<file path="src/rtl/muldiv_pkg.sv">
package muldiv_pkg;

  localparam logic [5:0] FN_MFHI  = 6'h10;
  localparam logic [5:0] FN_MFLO  = 6'h12;
  localparam logic [5:0] FN_MULT  = 6'h18;
  localparam logic [5:0] FN_MULTU = 6'h19;
  localparam logic [5:0] FN_DIV   = 6'h1a;
  localparam logic [5:0] FN_DIVU  = 6'h1b;

  typedef enum logic [1:0] {
    K_NONE = 2'd0,
    K_MUL  = 2'd1,
    K_DIV  = 2'd2
  } kind_e;

  typedef struct packed {
    kind_e kind;
    logic  sgn;
  } opdec_t;

  function automatic opdec_t decode_fn(input logic [5:0] fn);
    opdec_t d;
    d.kind = K_NONE;
    d.sgn  = 1'b0;
    case (fn)
      FN_MULT:  begin d.kind = K_MUL; d.sgn = 1'b1; end
      FN_MULTU: begin d.kind = K_MUL; d.sgn = 1'b0; end
      FN_DIV:   begin d.kind = K_DIV; d.sgn = 1'b1; end
      FN_DIVU:  begin d.kind = K_DIV; d.sgn = 1'b0; end
      FN_MFHI, FN_MFLO: d.kind = K_NONE;
      default:  d.kind = K_NONE;
    endcase
    return d;
  endfunction

endpackage

</file>
<file path="src/rtl/muldiv_seq.sv">
module muldiv_seq #(
  parameter int W = 32
) (
  input  logic clk_i,
  input  logic rst_ni,
  input  logic launch_i,
  output logic busy_o,
  output logic last_o
);
  localparam int CW = $clog2(W + 1);

  logic [CW-1:0] cnt_q;
  logic          busy_q;

  assign busy_o = busy_q;
  assign last_o = busy_q && (cnt_q == CW'(W - 1));

  always_ff @(posedge clk_i) begin
    if (!rst_ni) begin
      busy_q <= 1'b0;
      cnt_q  <= '0;
    end else if (launch_i && !busy_q) begin
      busy_q <= 1'b1;
      cnt_q  <= '0;
    end else if (busy_q) begin
      if (last_o) begin
        busy_q <= 1'b0;
        cnt_q  <= '0;
      end else begin
        cnt_q <= cnt_q + 1'b1;
      end
    end
  end

  AST_CNT_BOUND: assert property (@(posedge clk_i) disable iff (!rst_ni)
    busy_q |-> (cnt_q < CW'(W)));

  AST_CNT_ADVANCE: assert property (@(posedge clk_i) disable iff (!rst_ni)
    (busy_q && !last_o) |=> (busy_q && cnt_q == $past(cnt_q) + 1'b1));

  AST_IDLE_AFTER_LAST: assert property (@(posedge clk_i) disable iff (!rst_ni)
    last_o |=> !busy_q);

endmodule

</file>
<file path="src/rtl/mul_shift_add.sv">
module mul_shift_add #(
  parameter int W = 32
) (
  input  logic           clk_i,
  input  logic           load_i,
  input  logic           step_i,
  input  logic [W-1:0]   mcand_i,
  input  logic [W-1:0]   mplier_i,
  output logic [2*W-1:0] prod_nxt_o
);
  logic [W-1:0]   mcand_q;
  logic [2*W-1:0] acc_q;
  logic [W:0]     sum;

  always_comb begin
    sum        = {1'b0, acc_q[2*W-1:W]} + (acc_q[0] ? {1'b0, mcand_q} : '0);
    prod_nxt_o = {sum, acc_q[W-1:1]};
  end

  always_ff @(posedge clk_i) begin
    if (load_i) begin
      mcand_q <= mcand_i;
      acc_q   <= {{W{1'b0}}, mplier_i};
    end else if (step_i) begin
      acc_q <= prod_nxt_o;
    end
  end

endmodule

</file>
<file path="src/rtl/div_restoring.sv">
module div_restoring #(
  parameter int W = 32
) (
  input  logic         clk_i,
  input  logic         load_i,
  input  logic         step_i,
  input  logic [W-1:0] dvnd_i,
  input  logic [W-1:0] dvsr_i,
  output logic [W-1:0] quo_nxt_o,
  output logic [W-1:0] rem_nxt_o
);
  logic [W-1:0] dvsr_q;
  logic [W-1:0] rem_q;
  logic [W-1:0] quo_q;
  logic [W:0]   shifted;
  logic [W:0]   trial;
  logic         take;

  always_comb begin
    shifted   = {rem_q, quo_q[W-1]};
    trial     = shifted - {1'b0, dvsr_q};
    take      = !trial[W];
    rem_nxt_o = take ? trial[W-1:0] : shifted[W-1:0];
    quo_nxt_o = {quo_q[W-2:0], take};
  end

  always_ff @(posedge clk_i) begin
    if (load_i) begin
      dvsr_q <= dvsr_i;
      rem_q  <= '0;
      quo_q  <= dvnd_i;
    end else if (step_i) begin
      rem_q <= rem_nxt_o;
      quo_q <= quo_nxt_o;
    end
  end

endmodule

</file>
<file path="src/rtl/muldiv_unit.sv">
module muldiv_unit
  import muldiv_pkg::*;
#(
  parameter int W = 32
) (
  input  logic         clk_i,
  input  logic         rst_ni,
  input  logic         start_i,
  input  logic [5:0]   func_i,
  input  logic [W-1:0] opa_i,
  input  logic [W-1:0] opb_i,
  output logic         busy_o,
  output logic [W-1:0] hi_o,
  output logic [W-1:0] lo_o
);
  opdec_t         dec;
  logic           accept;
  logic           busy_w;
  logic           last_w;
  logic           a_neg, b_neg;
  logic [W-1:0]   a_mag, b_mag;

  kind_e          kind_q;
  logic           neg_main_q;
  logic           neg_rem_q;
  logic [W-1:0]   mag_a_q, mag_b_q;
  logic [W-1:0]   hi_q, lo_q;

  logic [2*W-1:0] prod_mag, prod_fin;
  logic [W-1:0]   quo_mag, rem_mag, quo_fin, rem_fin;

  assign dec    = decode_fn(func_i);
  assign accept = start_i && (dec.kind != K_NONE) && !busy_w;

  always_comb begin
    a_neg = dec.sgn & opa_i[W-1];
    b_neg = dec.sgn & opb_i[W-1];
    a_mag = a_neg ? (~opa_i + 1'b1) : opa_i;
    b_mag = b_neg ? (~opb_i + 1'b1) : opb_i;
  end

  muldiv_seq #(.W(W)) seq_i (
    .clk_i    (clk_i),
    .rst_ni   (rst_ni),
    .launch_i (accept),
    .busy_o   (busy_w),
    .last_o   (last_w)
  );

  mul_shift_add #(.W(W)) mul_i (
    .clk_i      (clk_i),
    .load_i     (accept),
    .step_i     (busy_w),
    .mcand_i    (a_mag),
    .mplier_i   (b_mag),
    .prod_nxt_o (prod_mag)
  );

  div_restoring #(.W(W)) div_i (
    .clk_i     (clk_i),
    .load_i    (accept),
    .step_i    (busy_w),
    .dvnd_i    (a_mag),
    .dvsr_i    (b_mag),
    .quo_nxt_o (quo_mag),
    .rem_nxt_o (rem_mag)
  );

  always_ff @(posedge clk_i) begin
    if (!rst_ni) begin
      kind_q     <= K_NONE;
      neg_main_q <= 1'b0;
      neg_rem_q  <= 1'b0;
      mag_a_q    <= '0;
      mag_b_q    <= '0;
    end else if (accept) begin
      kind_q     <= dec.kind;
      neg_main_q <= a_neg ^ b_neg;
      neg_rem_q  <= a_neg;
      mag_a_q    <= a_mag;
      mag_b_q    <= b_mag;
    end
  end

  always_comb begin
    prod_fin = neg_main_q ? (~prod_mag + 1'b1) : prod_mag;
    quo_fin  = neg_main_q ? (~quo_mag + 1'b1) : quo_mag;
    rem_fin  = neg_rem_q  ? (~rem_mag + 1'b1) : rem_mag;
  end

  always_ff @(posedge clk_i) begin
    if (!rst_ni) begin
      hi_q <= '0;
      lo_q <= '0;
    end else if (last_w) begin
      if (kind_q == K_MUL) begin
        hi_q <= prod_fin[2*W-1:W];
        lo_q <= prod_fin[W-1:0];
      end else begin
        hi_q <= rem_fin;
        lo_q <= quo_fin;
      end
    end
  end

  assign busy_o = busy_w;
  assign hi_o   = hi_q;
  assign lo_o   = lo_q;

  AST_IDLE_HOLD: assert property (@(posedge clk_i) disable iff (!rst_ni)
    !busy_w |=> ($stable(hi_q) && $stable(lo_q)));

  AST_LAUNCH_BUSY: assert property (@(posedge clk_i) disable iff (!rst_ni)
    (start_i && dec.kind != K_NONE && !busy_w) |=> busy_w);

  AST_NOP_FUNC: assert property (@(posedge clk_i) disable iff (!rst_ni)
    (start_i && dec.kind == K_NONE && !busy_w) |=> !busy_w);

  AST_MUL_MATCH: assert property (@(posedge clk_i) disable iff (!rst_ni)
    (last_w && kind_q == K_MUL) |->
      (prod_mag == ({{W{1'b0}}, mag_a_q} * {{W{1'b0}}, mag_b_q})));

  AST_DIV_MATCH: assert property (@(posedge clk_i) disable iff (!rst_ni)
    (last_w && kind_q == K_DIV && mag_b_q != '0) |->
      ((({{W{1'b0}}, quo_mag} * {{W{1'b0}}, mag_b_q}) + {{W{1'b0}}, rem_mag})
         == {{W{1'b0}}, mag_a_q} && rem_mag < mag_b_q));

endmodule

</file>
<file path="config.mk">
export PLATFORM = sky130hd
export DESIGN_NAME = muldiv_unit
export DESIGN_NICKNAME = d
export VERILOG_FILES = /design/src/rtl/muldiv_pkg.sv /design/src/rtl/muldiv_seq.sv /design/src/rtl/mul_shift_add.sv /design/src/rtl/div_restoring.sv /design/src/rtl/muldiv_unit.sv
export SDC_FILE = /design/constraint.sdc
export NUM_CORES = 1
export LEC_CHECK = 0
export ABC_AREA = 0
export BUFFER_PORTS_ARGS = -buffer_cell sky130_fd_sc_hd__buf_2
export CORE_AREA = 2 2 195 293
export CTS_CLUSTER_DIAMETER = 100
export DETAILED_ROUTE_END_ITERATION = 6
export DIE_AREA = 0 0 197 295
export PLACE_DENSITY_LB_ADDON = 0.15
export SLEW_MARGIN = 20
export SYNTH_ARGS = -nofsm -noshare
export SYNTH_HDL_FRONTEND = slang
export SYNTH_SLANG_ARGS = --single-unit
</file>
<file path="constraint.sdc">
create_clock -name clk_i -period 10.85 [get_ports clk_i]
set_input_delay 1.6275 -clock clk_i [delete_from_list [all_inputs] [get_ports clk_i]]
set_output_delay 1.6275 -clock clk_i [all_outputs]
set_load 0.005 [all_outputs]
</file>
After elaboration in Yosys (flattened, before gate mapping)
Cells that the tools add are included.
{"block": "op_classes", "reduce_logical": 12, "n_bitwise": 9, "eq_ne": 6, "add_sub_neg": 8, "n_mux": 19}
{"operator": "$mux W32", "n": 12}
{"operator": "$add A32 B1 Y32 const B", "n": 4}
{"operator": "$not A32 Y32", "n": 4}
{"operator": "$add A64 B1 Y64 const B", "n": 1}
{"operator": "$mux W64", "n": 1}
{"operator": "$not A64 Y64", "n": 1}
{"operator": "$add A32 B32 Y33", "n": 1}
{"operator": "$sub A33 B32 Y33", "n": 1}
{"operator": "$eq A6 B5 Y1 const B", "n": 5}
{"operator": "$reduce_or A2 Y1", "n": 4}
{"operator": "$add A6 B1 Y6 const B", "n": 1}
{"operator": "$mux W6", "n": 1}
{"operator": "$logic_and A1 B1 Y1", "n": 4}
{"operator": "$mux W1", "n": 4}
{"operator": "$pmux W2 S2", "n": 1}
{"operator": "$reduce_bool A2 Y1", "n": 2}
{"operator": "$and A1 B1 Y1", "n": 2}
{"operator": "$eq A2 B1 Y1 const B", "n": 1}
{"operator": "$logic_not A1 Y1", "n": 2}
{"operator": "$not A1 Y1", "n": 1}
{"operator": "$xor A1 B1 Y1", "n": 1}
{"block": "totals", "out_inout_bits": 65, "wordCells": 67, "inputBits": 73, "ff_bits": 267}

Longest topological paths before layout
Gate-level depths: netlist of the first run.
{"block": "depth", "ltp_word": 8, "depth_mapped": 26, "ltp_nobuf": 23}

Cells and area by module
From an unflattened synthesis of the first run, not the netlist that was laid out.
{"block": "unflattened", "cells_unflattened": 2191, "area_unflattened_um2": 19033.3}
{"mod": "muldiv_unit", "cells_per_inst": 990, "instances": 1, "area_per_inst_um2": 7131.8, "seq_area_each_um2": 1361.3}
{"mod": "div_restoring", "cells_per_inst": 656, "instances": 1, "area_per_inst_um2": 6084.6, "seq_area_each_um2": 2562.5}
{"mod": "mul_shift_add", "cells_per_inst": 510, "instances": 1, "area_per_inst_um2": 5487.8, "seq_area_each_um2": 2562.5}
{"mod": "muldiv_seq", "cells_per_inst": 35, "instances": 1, "area_per_inst_um2": 329.1, "seq_area_each_um2": 140.1}

Worst setup path after synthesis of the first run
OpenSTA, ideal clock, no wires.
{"block": "synth_path", "path_type": "reg2reg", "startpoint": "register div_i.quo_q[31]", "endpoint": "register hi_q[30], in the netlist hi_o[30]", "setup_ns": 0.058, "path_stages_with_launch": 26, "required_time_ns": 10.792, "period_less_slack_ns": 5.429, "t_arrival_ns": 5.371, "path_slack_ns": 5.421, "n_path_buf": 2, "cell_sequence": "edfxtp_1 inv_1 ha_1 inv_1 fa_1 a211oi_1 o211ai_1 nand3_1 a21oi_1 nor3_1 nor2_2 inv_2 clkbuf_1 clkbuf_1 nor2_1 a21oi_1 ha_1 inv_1 or3_1 or4_1 a21oi_1 a41o_1 nand3_1 or4_1 a311oi_1 a21o_1"}
{"block": "synth_between", "elab_chain_cells": 6}
{"item": "start: declaration", "line": "div_restoring.sv:14", "source": "logic [W-1:0] quo_q;"}
{"item": "start signal: assignment", "line": "div_restoring.sv:31", "source": "quo_q <= dvnd_i;"}
{"item": "start signal: assignment", "line": "div_restoring.sv:34", "source": "quo_q <= quo_nxt_o;"}
{"item": "$sub A33 B32 Y33", "line": "div_restoring.sv:21", "source": "trial = shifted - {1'b0, dvsr_q};"}
{"item": "$mux W32 *", "line": "div_restoring.sv:23", "source": "rem_nxt_o = take ? trial[W-1:0] : shifted[W-1:0];"}
{"item": "$not A32 Y32", "line": "muldiv_unit.sv:88", "source": "rem_fin = neg_rem_q ? (~rem_mag + 1'b1) : rem_mag;"}
{"item": "$add A32 B1 Y32", "line": "muldiv_unit.sv:88"}
{"item": "$mux W32 *", "line": "muldiv_unit.sv:88"}
{"item": "$mux W32 *", "line": "muldiv_unit.sv:96", "source": "if (kind_q == K_MUL) begin"}
{"item": "end signal: assignment", "line": "muldiv_unit.sv:97", "source": "hi_q <= prod_fin[2*W-1:W];"}
{"item": "end signal: assignment", "line": "muldiv_unit.sv:100", "source": "hi_q <= rem_fin;"}
{"item": "end: declaration", "line": "muldiv_unit.sv:27", "source": "logic [W-1:0] hi_q, lo_q;"}
Mark *: on every way between the ends. The rest lies on a longest branch, timed or not.
A chain may end at the register's enable or synchronous reset.

Worst setup path after layout of the first run
Ends and elaborated chain as after synthesis.

==> metrics.txt, run 1 <==
run status=finished with violations; failing checks=design-rule violations; number of flops mapped to enable cells by yosys=128; post_cts resized=0; area of the core=around 55000 um2; overflow left after global routing=0; Leak=approximately 8.4 nW; DPL Wire Length=56400 um; number of warning messages in the yosys log=0; via total after detailed routing=18426; wire length of the first global-routing pass=roughly 110000 um; synth cell count leaders=sky130_fd_sc_hd__nand2_1 (400), sky130_fd_sc_hd__nor2_1 (205), sky130_fd_sc_hd__a21oi_1 (179); classification of the worst setup path=reg2reg; Remaining DRCs=4; gpl congestion=between 0.9 and 1; data required time of the worst path=approximately 11 ns; fmax=around 150 MHz; worst min-delay path category=reg2reg; clock sink count=267; worst setup skew after layout=0.0213 ns; Post-Place Cells=3129; flip-flop cell with the highest count after synthesis=sky130_fd_sc_hd__dfxtp_1; Placed Area=20500 um2; latest clock arrival within the worst-skew pair=about 0.60 ns; number of pins with negative max-slew slack in the final report=0; net count after synthesis=2542; internal power=2.30 mW; initial standard-cell utilization of the core=0.347; Clk pin slew, worst setup/hold paths=0.07 ns; Routed wire per std cell=roughly 23 um; Diodes inserted=0; logic gate share of total power=0.427; Peak VDD IR=approximately 0.00013 V; async set-reset flop share out of synthesis=0; switching component of the power=1.64 mW; minimum clock period after layout=between 6 and 7 ns; post-route non-filler standard cell count=3181; number of global-route vias before repair=about 18000; sort of element at the end of the critical path=register; Final Hold Viols=0; num ports=~140; number of register bits inferred by synthesis=267; number of buffers inserted during clock tree synthesis=29; clock group share of total power=0.258; Starting DRT DRC Count=1629; post-route cell area=21400 um2; overall power of the completed layout=3.95 mW; die boundary width=197 um; part of the cycle the worst path needs=0.610; number of distinct library cells after synthesis=96; mean post-synth cell area=roughly 8 um2; slew at the pin closest to its max-slew limit=1.22 ns; kind of start point of the critical path=register; final sum of negative setup slack=0 ns; cell accounting for the most synthesized area=sky130_fd_sc_hd__edfxtp_1; P per Cell Area=184 nW/um2; TritonCTS clock tree=yes; Hold-fix buffers, CTS=0; Layout area overhead=11.6%; buffers added on ports=137; Post-Route WL=72500 um; Sw Ratio=0.417; sequential share of the synthesized area=0.345; fraction of layout instances using a drive strength above 1=0.104; Slew HR=0.180; # setup viols final=0; number of antenna violations at the first check in global routing=0; number of levels the H-tree was split into=1; maximum capacitance violations=0; total global routing track utilization=0.243; Syn Inst Count=2397; top-count cell post-synth=sky130_fd_sc_hd__nand2_1; overall die height=slightly below 300 um; Reg power frac=0.315; cell at the root of the clock tree=sky130_fd_sc_hd__clkbuf_16; unrepaired setup endpoints after global routing=false; area share of the largest cell type after synthesis=0.200; total of fill cells in the finished design=5768; Row Count=roughly 110; mapped cell area=19200 um2; cell types with the largest area share after synthesis=sky130_fd_sc_hd__edfxtp_1 (20%), sky130_fd_sc_hd__dfxtp_1 (14%), sky130_fd_sc_hd__nand2_1 (7.8%); pin count of the biggest net entering global routing=87; Hold WS=0.447 ns; endpoint arrival time on the critical path=7.15 ns; number of buffers added for setup after CTS=0; post-route antenna net violation count=0; drt pass-1 iters=7; number of nets in the layout=2603; Via density=about 5.8; maximum number of buffers from clock root to sink=3; DIE AREA=58100 um2; highest net fanout along the worst path=43
==> flip-flops by register name, summed over array words and instances (netlist names) <==
signal	cells
mul_i.mcand_q	32
seq_i.cnt_q	6
neg_rem_q	1
div_i.rem_q	32
neg_main_q	1
mul_i.acc_q	64
seq_i.busy_o	1
div_i.quo_q	32
lo_o	32
kind_q	2
hi_o	32
div_i.dvsr_q	32
==> routing by layer <==
layer	track usage	wire, um	up-vias
li1	-	-	8891
met1	0.295	29500	8769
met2	0.409	34300	601
met3	0.0189	3120	165
met4	0.168	5550	0
met5	0	0	-
==> power by group through the flow <==
stage | Clock (mW) | Combinational (mW) | Sequential (mW)
final | 1.02 | 1.69 | 1.24
after global routing | 1.07 | 1.85 | 1.26
after CTS | 1.04 | 1.67 | 1.24
after detailed placement | 0 | 1.65 | 1.26
after global placement | 0 | 1.65 | 1.26
after floorplan | 0 | 1.22 | 1.22
==> worst paths after layout <==
kind | start | cells past startpoint | slack [ns] | end
min | lo_o[11] | 1 | 0.45 | lo_o[11]
max reg2reg | div_i.quo_q[31] | 24 | 4.23 | hi_o[30]
max | div_i.quo_q[31] | 24 | 4.23 | hi_o[30]
min reg2reg | lo_o[11] | 1 | 0.45 | lo_o[11]
==> placed cells by master, fill, tap and decap left out, types with 8 or more instances in the layout <==
master	count
sky130_fd_sc_hd__edfxtp_1	128
sky130_fd_sc_hd__inv_1	71
sky130_fd_sc_hd__or3_1	25
sky130_fd_sc_hd__o21ai_1	15
sky130_fd_sc_hd__xor2_1	81
sky130_fd_sc_hd__nor2b_1	9
sky130_fd_sc_hd__mux2_2	10
sky130_fd_sc_hd__nand3b_1	9
sky130_fd_sc_hd__o311ai_0	10
sky130_fd_sc_hd__o22ai_1	8
sky130_fd_sc_hd__a31oi_1	21
sky130_fd_sc_hd__xnor2_1	88
sky130_fd_sc_hd__mux2i_1	17
sky130_fd_sc_hd__o211ai_1	30
sky130_fd_sc_hd__or4_1	20
sky130_fd_sc_hd__nand2_1	400
sky130_fd_sc_hd__nor3_1	65
sky130_fd_sc_hd__o21a_1	12
sky130_fd_sc_hd__nor4_1	31
sky130_fd_sc_hd__a21o_1	31
sky130_fd_sc_hd__dfxtp_1	137
sky130_fd_sc_hd__and3_1	18
sky130_fd_sc_hd__ha_1	70
sky130_fd_sc_hd__o21ai_0	163
sky130_fd_sc_hd__nand3_1	46
sky130_fd_sc_hd__a211o_1	9
sky130_fd_sc_hd__a22o_1	46
sky130_fd_sc_hd__or2_2	9
sky130_fd_sc_hd__o41ai_1	14
sky130_fd_sc_hd__o31a_1	8
sky130_fd_sc_hd__nand4_1	21
sky130_fd_sc_hd__nor2_1	205
sky130_fd_sc_hd__o31ai_1	38
sky130_fd_sc_hd__a211oi_1	30
sky130_fd_sc_hd__and2_1	49
sky130_fd_sc_hd__clkbuf_16	30
sky130_fd_sc_hd__buf_2	137
sky130_fd_sc_hd__buf_4	25
sky130_fd_sc_hd__a21oi_1	178
==> logic make-up after synthesis <==
kind of cell               Yosys count  synth area share
and+or+nand+nor                    949             0.228
AOI/OAI and AO/OA                  703             0.243
DFF                                267             0.345
buffers and inverters              207            0.0419
xor gates and xnor gates           170            0.0778
adders and majority gates           72            0.0476
muxes                               29            0.0171
==> layout make-up <==
class	count	area (um2)	area share
Multi-Input combinational cell	1923	11800	0.552
Sequential cell	267	6630	0.309
Tap cell	702	878	0.0410
Timing Repair Buffer	162	873	0.0407
Clock buffer	35	779	0.0363
Inverter	75	284	0.0132
Clock inverter	17	161	0.00753
==> critical path: stages (launching register included) <==
cell and delay (ns):
sky130_fd_sc_hd__edfxtp_1 0.41, sky130_fd_sc_hd__inv_1 0.08, sky130_fd_sc_hd__ha_1 0.17, sky130_fd_sc_hd__inv_1 0.06
sky130_fd_sc_hd__fa_1 0.41, sky130_fd_sc_hd__a211oi_1 0.37, sky130_fd_sc_hd__o211ai_1 0.32, sky130_fd_sc_hd__nand3_1 0.23
sky130_fd_sc_hd__a21oi_1 0.14, sky130_fd_sc_hd__o21a_1 0.37, sky130_fd_sc_hd__nor2_4 0.15, sky130_fd_sc_hd__buf_4 0.44
sky130_fd_sc_hd__inv_2 0.07, sky130_fd_sc_hd__buf_4 0.29, sky130_fd_sc_hd__a21oi_1 0.32, sky130_fd_sc_hd__ha_1 0.27
sky130_fd_sc_hd__inv_1 0.07, sky130_fd_sc_hd__or3_1 0.38, sky130_fd_sc_hd__or4_1 0.52, sky130_fd_sc_hd__a21oi_1 0.23
sky130_fd_sc_hd__a41o_1 0.16, sky130_fd_sc_hd__nand3_1 0.18, sky130_fd_sc_hd__or4_1 0.47, sky130_fd_sc_hd__a311oi_1 0.29
sky130_fd_sc_hd__a21o_1 0.12
==> metrics by stage <==
step	util	worst slack, ns
3_5_place_dp	0.370	4.29
3_3_place_gp	0.370	4.43
5_1_grt	0.387	3.91
4_1_cts	0.387	4.24
2_1_floorplan	-	5.42
6_report	0.387	4.23
(Power assumes the default switching activity.)
==> inputs of run 2 (changes only) <==
==> constraint.sdc (replaced) <==
create_clock -name clk_i -period 6.3 [get_ports clk_i]
set_input_delay 0.945 -clock clk_i [delete_from_list [all_inputs] [get_ports clk_i]]
set_output_delay 0.945 -clock clk_i [all_outputs]
set_load 0.005 [all_outputs]
==> run 2 against run 1 <==
  * The run now ends clean
  * Clock power up 74%
  * Critical path depth fell by 1
  * Via count grew 0.24%
  * Routed wire length increased by 1.2%
  * Utilization grew 0.059 points
  * Critical endpoint unchanged
  * Highest routed layer unchanged
==> metrics.txt, run 2 (same netlist as run 1, synthesis figures left out) <==
register-to-register setup slack=0.61 ns (was 4.23 ns); maximum number of buffers from clock root to sink=3 (unchanged); kind of start point of the critical path=register (unchanged); minimum clock period after layout=5.69 ns (was 6.62 ns); buffers plus inverters on the worst setup path=4 (was 6); flip-flop count of the largest register after layout=64 (unchanged); number of buffers added for setup after CTS=0 (unchanged); number of levels the H-tree was split into=1 (unchanged); fraction of layout instances using a drive strength above 1=0.104 (about the same); drt pass-1 iters=6 (was 7); TritonCTS clock tree=yes (unchanged); Final Hold Viols=0 (unchanged); most frequent cells in the layout=sky130_fd_sc_hd__nand2_1 (400), sky130_fd_sc_hd__nor2_1 (205), sky130_fd_sc_hd__a21oi_1 (178) (unchanged); data required time of the worst path=6.84 ns (was 11.38 ns); clock sink count=267 (unchanged); DIE AREA=58100 um2 (unchanged); die boundary width=197 um (unchanged); number of global-route vias before repair=17754 (was 17688); number of nets in the layout=2608 (was 2603); classification of the worst setup path=reg2reg (unchanged); total global routing track utilization=0.246 (was 0.243); cell-by-cell trace of the critical path=inv_1 -> ha_1 -> inv_1 -> fa_1 -> a211oi_1 -> o211ai_1 -> nand3_1 -> a21oi_1 -> nor3_1 -> nor2_4 -> inv_2 -> nor2_1 -> a21oi_1 -> ha_1 -> inv_1 -> or3_1 -> or4_1 -> a21oi_1 -> a41o_1 -> nand3_1 -> or4_1 -> a311oi_1 -> a21o_1 (was inv_1 -> ha_1 -> inv_1 -> fa_1 -> a211oi_1 -> o211ai_1 -> nand3_1 -> a21oi_1 -> o21a_1 -> nor2_4 -> buf_4 -> inv_2 -> buf_4 -> a21oi_1 -> ha_1 -> inv_1 -> or3_1 -> or4_1 -> a21oi_1 -> a41o_1 -> nand3_1 -> or4_1 -> a311oi_1 -> a21o_1); capturing element of the worst setup path=hi_o[30] (unchanged); pin count of the biggest net entering global routing=88 (was 87); final sum of negative setup slack=0 ns (unchanged); slew at the pin closest to its max-slew limit=1.06 ns (was 1.22 ns); stage delay of the slowest cell on the critical path=0.51 ns (was 0.52 ns); Critical Path Source=div_i.quo_q[31] (unchanged); initial standard-cell utilization of the core=0.347 (unchanged); Final Core Density=0.387 (about the same); number of antenna violations at the first check in global routing=0 (unchanged); buffers added on ports=137 (unchanged); sort of element at the end of the critical path=register (unchanged); worst min-delay path category=reg2reg (unchanged); worst setup skew after layout=0.0295 ns (was 0.0213 ns); fmax=176 MHz (was 151 MHz); via total after detailed routing=18471 (was 18426); Worst Reg-to-Reg Cells=23 (was 24); DPL Wire Length=57000 um (was 56400 um); unrepaired setup endpoints after global routing=false (unchanged); endpoint arrival time on the critical path=6.23 ns (was 7.15 ns); number of pins with negative max-slew slack in the final report=0 (unchanged); number of logic stages on the critical path including buffering=23 (was 24); Leak=8.40 nW (was 8.39 nW); cell at the root of the clock tree=sky130_fd_sc_hd__clkbuf_16 (unchanged); post_cts resized=0 (unchanged); cell class contributing the biggest share of worst-path delay=simple AND/OR/NAND/NOR gates (was compound AO/OA/AOI/OAI gates); maximum capacitance violations=0 (unchanged); overflow left after global routing=0 (unchanged); Remaining DRCs=0 (was 4); overall die height=295 um (unchanged); post-route antenna net violation count=0 (unchanged); P per Cell Area=320 nW/um2 (was 184 nW/um2); num ports=138 (unchanged); run status=completed (was finished with violations); Diodes inserted=0 (unchanged); Hold-fix buffers, CTS=0 (unchanged); area of the core=55400 um2 (unchanged); wire length of the first global-routing pass=109000 um (was 107000 um); Top reg by flops=mul_i.acc_q (unchanged); part of the cycle the worst path needs=0.904 (was 0.610); critical path's slowest cell=sky130_fd_sc_hd__or4_1 (unchanged); gpl congestion=0.945 (was 0.951); number of buffers inserted during clock tree synthesis=29 (unchanged); Via density=5.80 (was 5.79); Clk pin slew, worst setup/hold paths=0.07 ns (about the same); Post-Route WL=73300 um (was 72500 um); Slew HR=0.287 (was 0.180); Peak VDD IR=0.000217 V (was 0.000129 V); most common cell after layout, fill and taps aside=sky130_fd_sc_hd__nand2_1 (unchanged); highest net fanout along the worst path=7 (was 43); Routed wire per std cell=23.0 um (was 22.8 um); critical register-to-register path startpoint=div_i.quo_q[31] (unchanged); Layout area overhead=11.7% (was 11.6%); Starting DRT DRC Count=1486 (was 1629); # setup viols final=0 (unchanged); Row Count=106 (unchanged); endpoint of the worst register-to-register path=hi_o[30] (unchanged); latest clock arrival within the worst-skew pair=0.61 ns (was 0.60 ns)
[run 2: cell count changes in the layout (fill, tap and decap cells not counted)]
cell	change
sky130_fd_sc_hd__a2111oi_0	+1
sky130_fd_sc_hd__a2111oi_2	-1
sky130_fd_sc_hd__buf_4	+5
sky130_fd_sc_hd__bufinv_16	+1
sky130_fd_sc_hd__clkbuf_1	+6
sky130_fd_sc_hd__clkbuf_16	-1
sky130_fd_sc_hd__clkbuf_8	+1
sky130_fd_sc_hd__clkinv_1	-4
sky130_fd_sc_hd__clkinv_4	-2
sky130_fd_sc_hd__clkinvlp_2	-1
sky130_fd_sc_hd__clkinvlp_4	+2
sky130_fd_sc_hd__inv_4	-1
sky130_fd_sc_hd__inv_8	-1
[run 2: worst reg2reg max path, cell delays in order, from the launching register on]
cell and delay [ns]:
sky130_fd_sc_hd__edfxtp_1 0.40, sky130_fd_sc_hd__inv_1 0.08, sky130_fd_sc_hd__ha_1 0.17, sky130_fd_sc_hd__inv_1 0.06, sky130_fd_sc_hd__fa_1 0.41, sky130_fd_sc_hd__a211oi_1 0.37
sky130_fd_sc_hd__o211ai_1 0.30, sky130_fd_sc_hd__nand3_1 0.21, sky130_fd_sc_hd__a21oi_1 0.13, sky130_fd_sc_hd__nor3_1 0.37, sky130_fd_sc_hd__nor2_4 0.10, sky130_fd_sc_hd__inv_2 0.15
sky130_fd_sc_hd__nor2_1 0.05, sky130_fd_sc_hd__a21oi_1 0.19, sky130_fd_sc_hd__ha_1 0.26, sky130_fd_sc_hd__inv_1 0.07, sky130_fd_sc_hd__or3_1 0.39, sky130_fd_sc_hd__or4_1 0.51
sky130_fd_sc_hd__a21oi_1 0.24, sky130_fd_sc_hd__a41o_1 0.16, sky130_fd_sc_hd__nand3_1 0.19, sky130_fd_sc_hd__or4_1 0.47, sky130_fd_sc_hd__a311oi_1 0.26, sky130_fd_sc_hd__a21o_1 0.11
[run 2: area by class of cell]
type                            count  area (um2)
Clock buffer                       41         791
Clock inverter                     11         149
Fill cell                        5762       34000
Inverter                           75         287
Multi-Input combinational cell   1923       11800
Sequential cell                   267        6630
Tap cell                          702         878
Timing Repair Buffer              167         911
[run 2: routing by layer]
layer | up-vias | share of wire | track usage
li1 | 8882 | - | -
met1 | 8876 | 0.41 | 0.299
met2 | 565 | 0.48 | 0.420
met3 | 148 | 0.037 | 0.0169
met4 | 0 | 0.072 | 0.160
met5 | - | 0 | 0
[run 2: through the flow]
step | instance area [um2] | hold slack [ns] | power (mW) | std cells | setup slack (ns)
final | 21500 | 0.457 | 6.87 | 3186 | 0.607
after floorplan | 19200 | 0.432 | 4.20 | 2397 | 0.871
after global routing | 21500 | 0.477 | 7.24 | 3186 | 0.110
after global placement | 20500 | 0.438 | 5.06 | 3134 | 0.730
after CTS | 21500 | 0.461 | 6.86 | 3186 | 0.613
after detailed placement | 20500 | 0.447 | 5.07 | 3134 | 0.649
[run 2: worst min-delay path by stage]
| stage | to | startpoint | slack (ns) | cells after the start |
|---|---|---|---|---|
| floorplan | mul_i.acc_q[32] | mul_i.acc_q[32] | 0.43 | 2 |
| global placement | lo_o[11] | lo_o[11] | 0.44 | 1 |
| detailed placement | lo_o[9] | lo_o[9] | 0.45 | 2 |
| CTS | lo_o[17] | lo_o[17] | 0.46 | 2 |
| global route | lo_o[5] | lo_o[5] | 0.48 | 2 |
| finish | lo_o[17] | lo_o[17] | 0.46 | 2 |
[run 2: power breakdown]
group	switching, mW	internal, mW
clock network	0.775	0.998
logic	1.91	1.04
registers	0.168	1.97
==> inputs of run 3 (changes only) <==
==> constraint.sdc (replaced) <==
create_clock -name clk_i -period 6.3 [get_ports clk_i]
set_input_delay 0.63 -clock clk_i [delete_from_list [all_inputs] [get_ports clk_i]]
set_output_delay 0.63 -clock clk_i [all_outputs]
set_load 0.005 [all_outputs]
==> run 3 against run 2 <==
  * Clock skew down 0.0034 ns
  * Sequential cell count unchanged
  * Routed wire length about the same
  * Final cell count up 0.13%
  * Worst hold slack worse by 0.16 ns
  * Highest routed layer unchanged
==> metrics.txt, run 3 (same netlist as run 1, synthesis figures left out) <==
run status=completed (unchanged); data required time of the worst path=6.83 ns (was 6.84 ns); Leak=8.43 nW (was 8.40 nW); maximum number of buffers from clock root to sink=3 (unchanged); buffers added on ports=137 (unchanged); worst setup skew after layout=0.0261 ns (was 0.0295 ns); Diodes inserted=0 (unchanged); latest clock arrival within the worst-skew pair=0.60 ns (was 0.61 ns); flip-flop count of the largest register after layout=64 (unchanged); register-to-register setup slack=0.59 ns (was 0.61 ns); kind of start point of the critical path=register (unchanged); classification of the worst setup path=reg2reg (unchanged); pin count of the biggest net entering global routing=87 (was 88); fmax=175 MHz (was 176 MHz); endpoint arrival time on the critical path=6.23 ns (about the same); minimum clock period after layout=5.71 ns (was 5.69 ns); number of global-route vias before repair=17848 (was 17754); overall power of the completed layout=6.87 mW (about the same); clock sink count=267 (unchanged); Top reg by flops=mul_i.acc_q (unchanged); overflow left after global routing=0 (unchanged); total of fill cells in the finished design=5783 (was 5762); drt pass-1 iters=5 (was 6); number of buffers added for setup after CTS=0 (unchanged); die boundary width=197 um (unchanged); num ports=138 (unchanged); area of the core=55400 um2 (unchanged); Peak VDD IR=0.000203 V (was 0.000217 V); most common cell after layout, fill and taps aside=sky130_fd_sc_hd__nand2_1 (unchanged); DPL Wire Length=57300 um (was 57000 um); DIE AREA=58100 um2 (unchanged); wire length of the first global-routing pass=109000 um (about the same); post-route antenna net violation count=0 (unchanged); number of buffers inserted during clock tree synthesis=29 (unchanged); Hold-fix buffers, CTS=0 (unchanged); number of antenna violations at the first check in global routing=0 (unchanged); P per Cell Area=319 nW/um2 (was 320 nW/um2); number of nets in the layout=2610 (was 2608); Remaining DRCs=0 (unchanged); post_cts resized=0 (unchanged); unrepaired setup endpoints after global routing=false (unchanged); Routed wire per std cell=23.0 um (about the same); Starting DRT DRC Count=1520 (was 1486); Hold WS=0.298 ns (was 0.457 ns); critical register-to-register path startpoint=div_i.quo_q[31] (unchanged); stage delay of the slowest cell on the critical path=0.51 ns (about the same); critical path's slowest cell=sky130_fd_sc_hd__or4_1 (unchanged); area of the multi-input gates=11800 um2 (unchanged); endpoint of the worst register-to-register path=hi_o[30] (unchanged); Layout area overhead=12.0% (was 11.7%); Sequential cell area=6630 um2 (unchanged); Final Hold Viols=0 (unchanged); fraction of layout instances using a drive strength above 1=0.105 (was 0.104); Critical Path Source=div_i.quo_q[31] (unchanged); Post-Route WL=73300 um (about the same); final sum of negative setup slack=0 ns (unchanged); TritonCTS clock tree=yes (unchanged); Final Core Density=0.388 (was 0.387); Worst Reg-to-Reg Cells=23 (unchanged); overall die height=295 um (unchanged); via total after detailed routing=18441 (was 18471); highest net fanout along the worst path=7 (unchanged); worst min-delay path category=in2reg (was reg2reg); Slew HR=0.273 (was 0.287); Row Count=106 (unchanged); number of levels the H-tree was split into=1 (unchanged); number of pins with negative max-slew slack in the final report=0 (unchanged); gpl congestion=0.917 (was 0.945); Clk pin slew, worst setup/hold paths=0.07 ns (about the same); most frequent cells in the layout=sky130_fd_sc_hd__nand2_1 (400), sky130_fd_sc_hd__nor2_1 (205), sky130_fd_sc_hd__a21oi_1 (178) (unchanged); initial standard-cell utilization of the core=0.347 (unchanged); slew at the pin closest to its max-slew limit=1.08 ns (was 1.06 ns); part of the cycle the worst path needs=0.906 (was 0.904); capturing element of the worst setup path=hi_o[30] (unchanged); cell at the root of the clock tree=sky130_fd_sc_hd__clkbuf_16 (unchanged); # setup viols final=0 (unchanged); maximum capacitance violations=0 (unchanged); Via density=5.78 (was 5.80); total global routing track utilization=0.247 (was 0.246); sort of element at the end of the critical path=register (unchanged); cell-by-cell trace of the critical path=inv_1 -> ha_1 -> inv_1 -> fa_1 -> a211oi_1 -> o211ai_1 -> nand3_1 -> a21oi_1 -> nor3_1 -> nor2_4 -> inv_2 -> nor2_1 -> a21oi_1 -> ha_1 -> inv_1 -> or3_1 -> or4_1 -> a21oi_1 -> a41o_1 -> nand3_1 -> or4_1 -> a311oi_1 -> a21o_1 (unchanged)
-- run 3: routing by layer --
metal  part of all wire  track usage
met1               0.41        0.297
met5                  0            0
met2               0.49        0.429
met3              0.044       0.0244
met4              0.063        0.140
-- run 3: power breakdown --
| group | total [mW] | internal (mW) | switching, mW | leakage (nW) |
|---|---|---|---|---|
| clock | 1.79 | 1.02 | 0.771 | 0.470 |
| sequential | 2.14 | 1.97 | 0.165 | 2.29 |
| combinational | 2.94 | 1.05 | 1.89 | 5.67 |
-- run 3: worst min-delay path by stage --
stage | start | to | slack (ns) | cells past startpoint
after floorplan | mul_i.acc_q[32] | mul_i.acc_q[32] | 0.43 | 2
after global placement | lo_o[11] | lo_o[11] | 0.44 | 1
after detailed placement | lo_o[9] | lo_o[9] | 0.44 | 2
after CTS | func_i[1] | kind_q[1] | 0.28 | 3
after global routing | func_i[1] | kind_q[1] | 0.30 | 3
final | func_i[1] | kind_q[1] | 0.30 | 3
-- run 3: through the flow --
stage	setup WS, ns	area (um2)	std cells
floorplan	0.871	19200	2397
global placement	0.745	20600	3136
CTS	0.589	21500	3190
finish	0.595	21500	3190
global route	0.139	21500	3190
detailed placement	0.624	20600	3136
-- run 3: area by class of cell --
type / instances / area share
multi-input combinational: 1923 / 0.550
sequential: 267 / 0.308
timing repair buffer: 169 / 0.0430
tap: 702 / 0.0408
clock buffer: 45 / 0.0399
inverter: 75 / 0.0133
clock inverter: 9 / 0.00529
-- run 3: critical path: cells and delay by family (launching register included) --
family,cells,cell delay [ns]
AND/OR/NAND/NOR,8,2.26
AO/OA/AOI/OAI,8,1.76
adder cells (fa/ha/maj),3,0.81
flip-flops,1,0.42
buffers and inverters,4,0.37
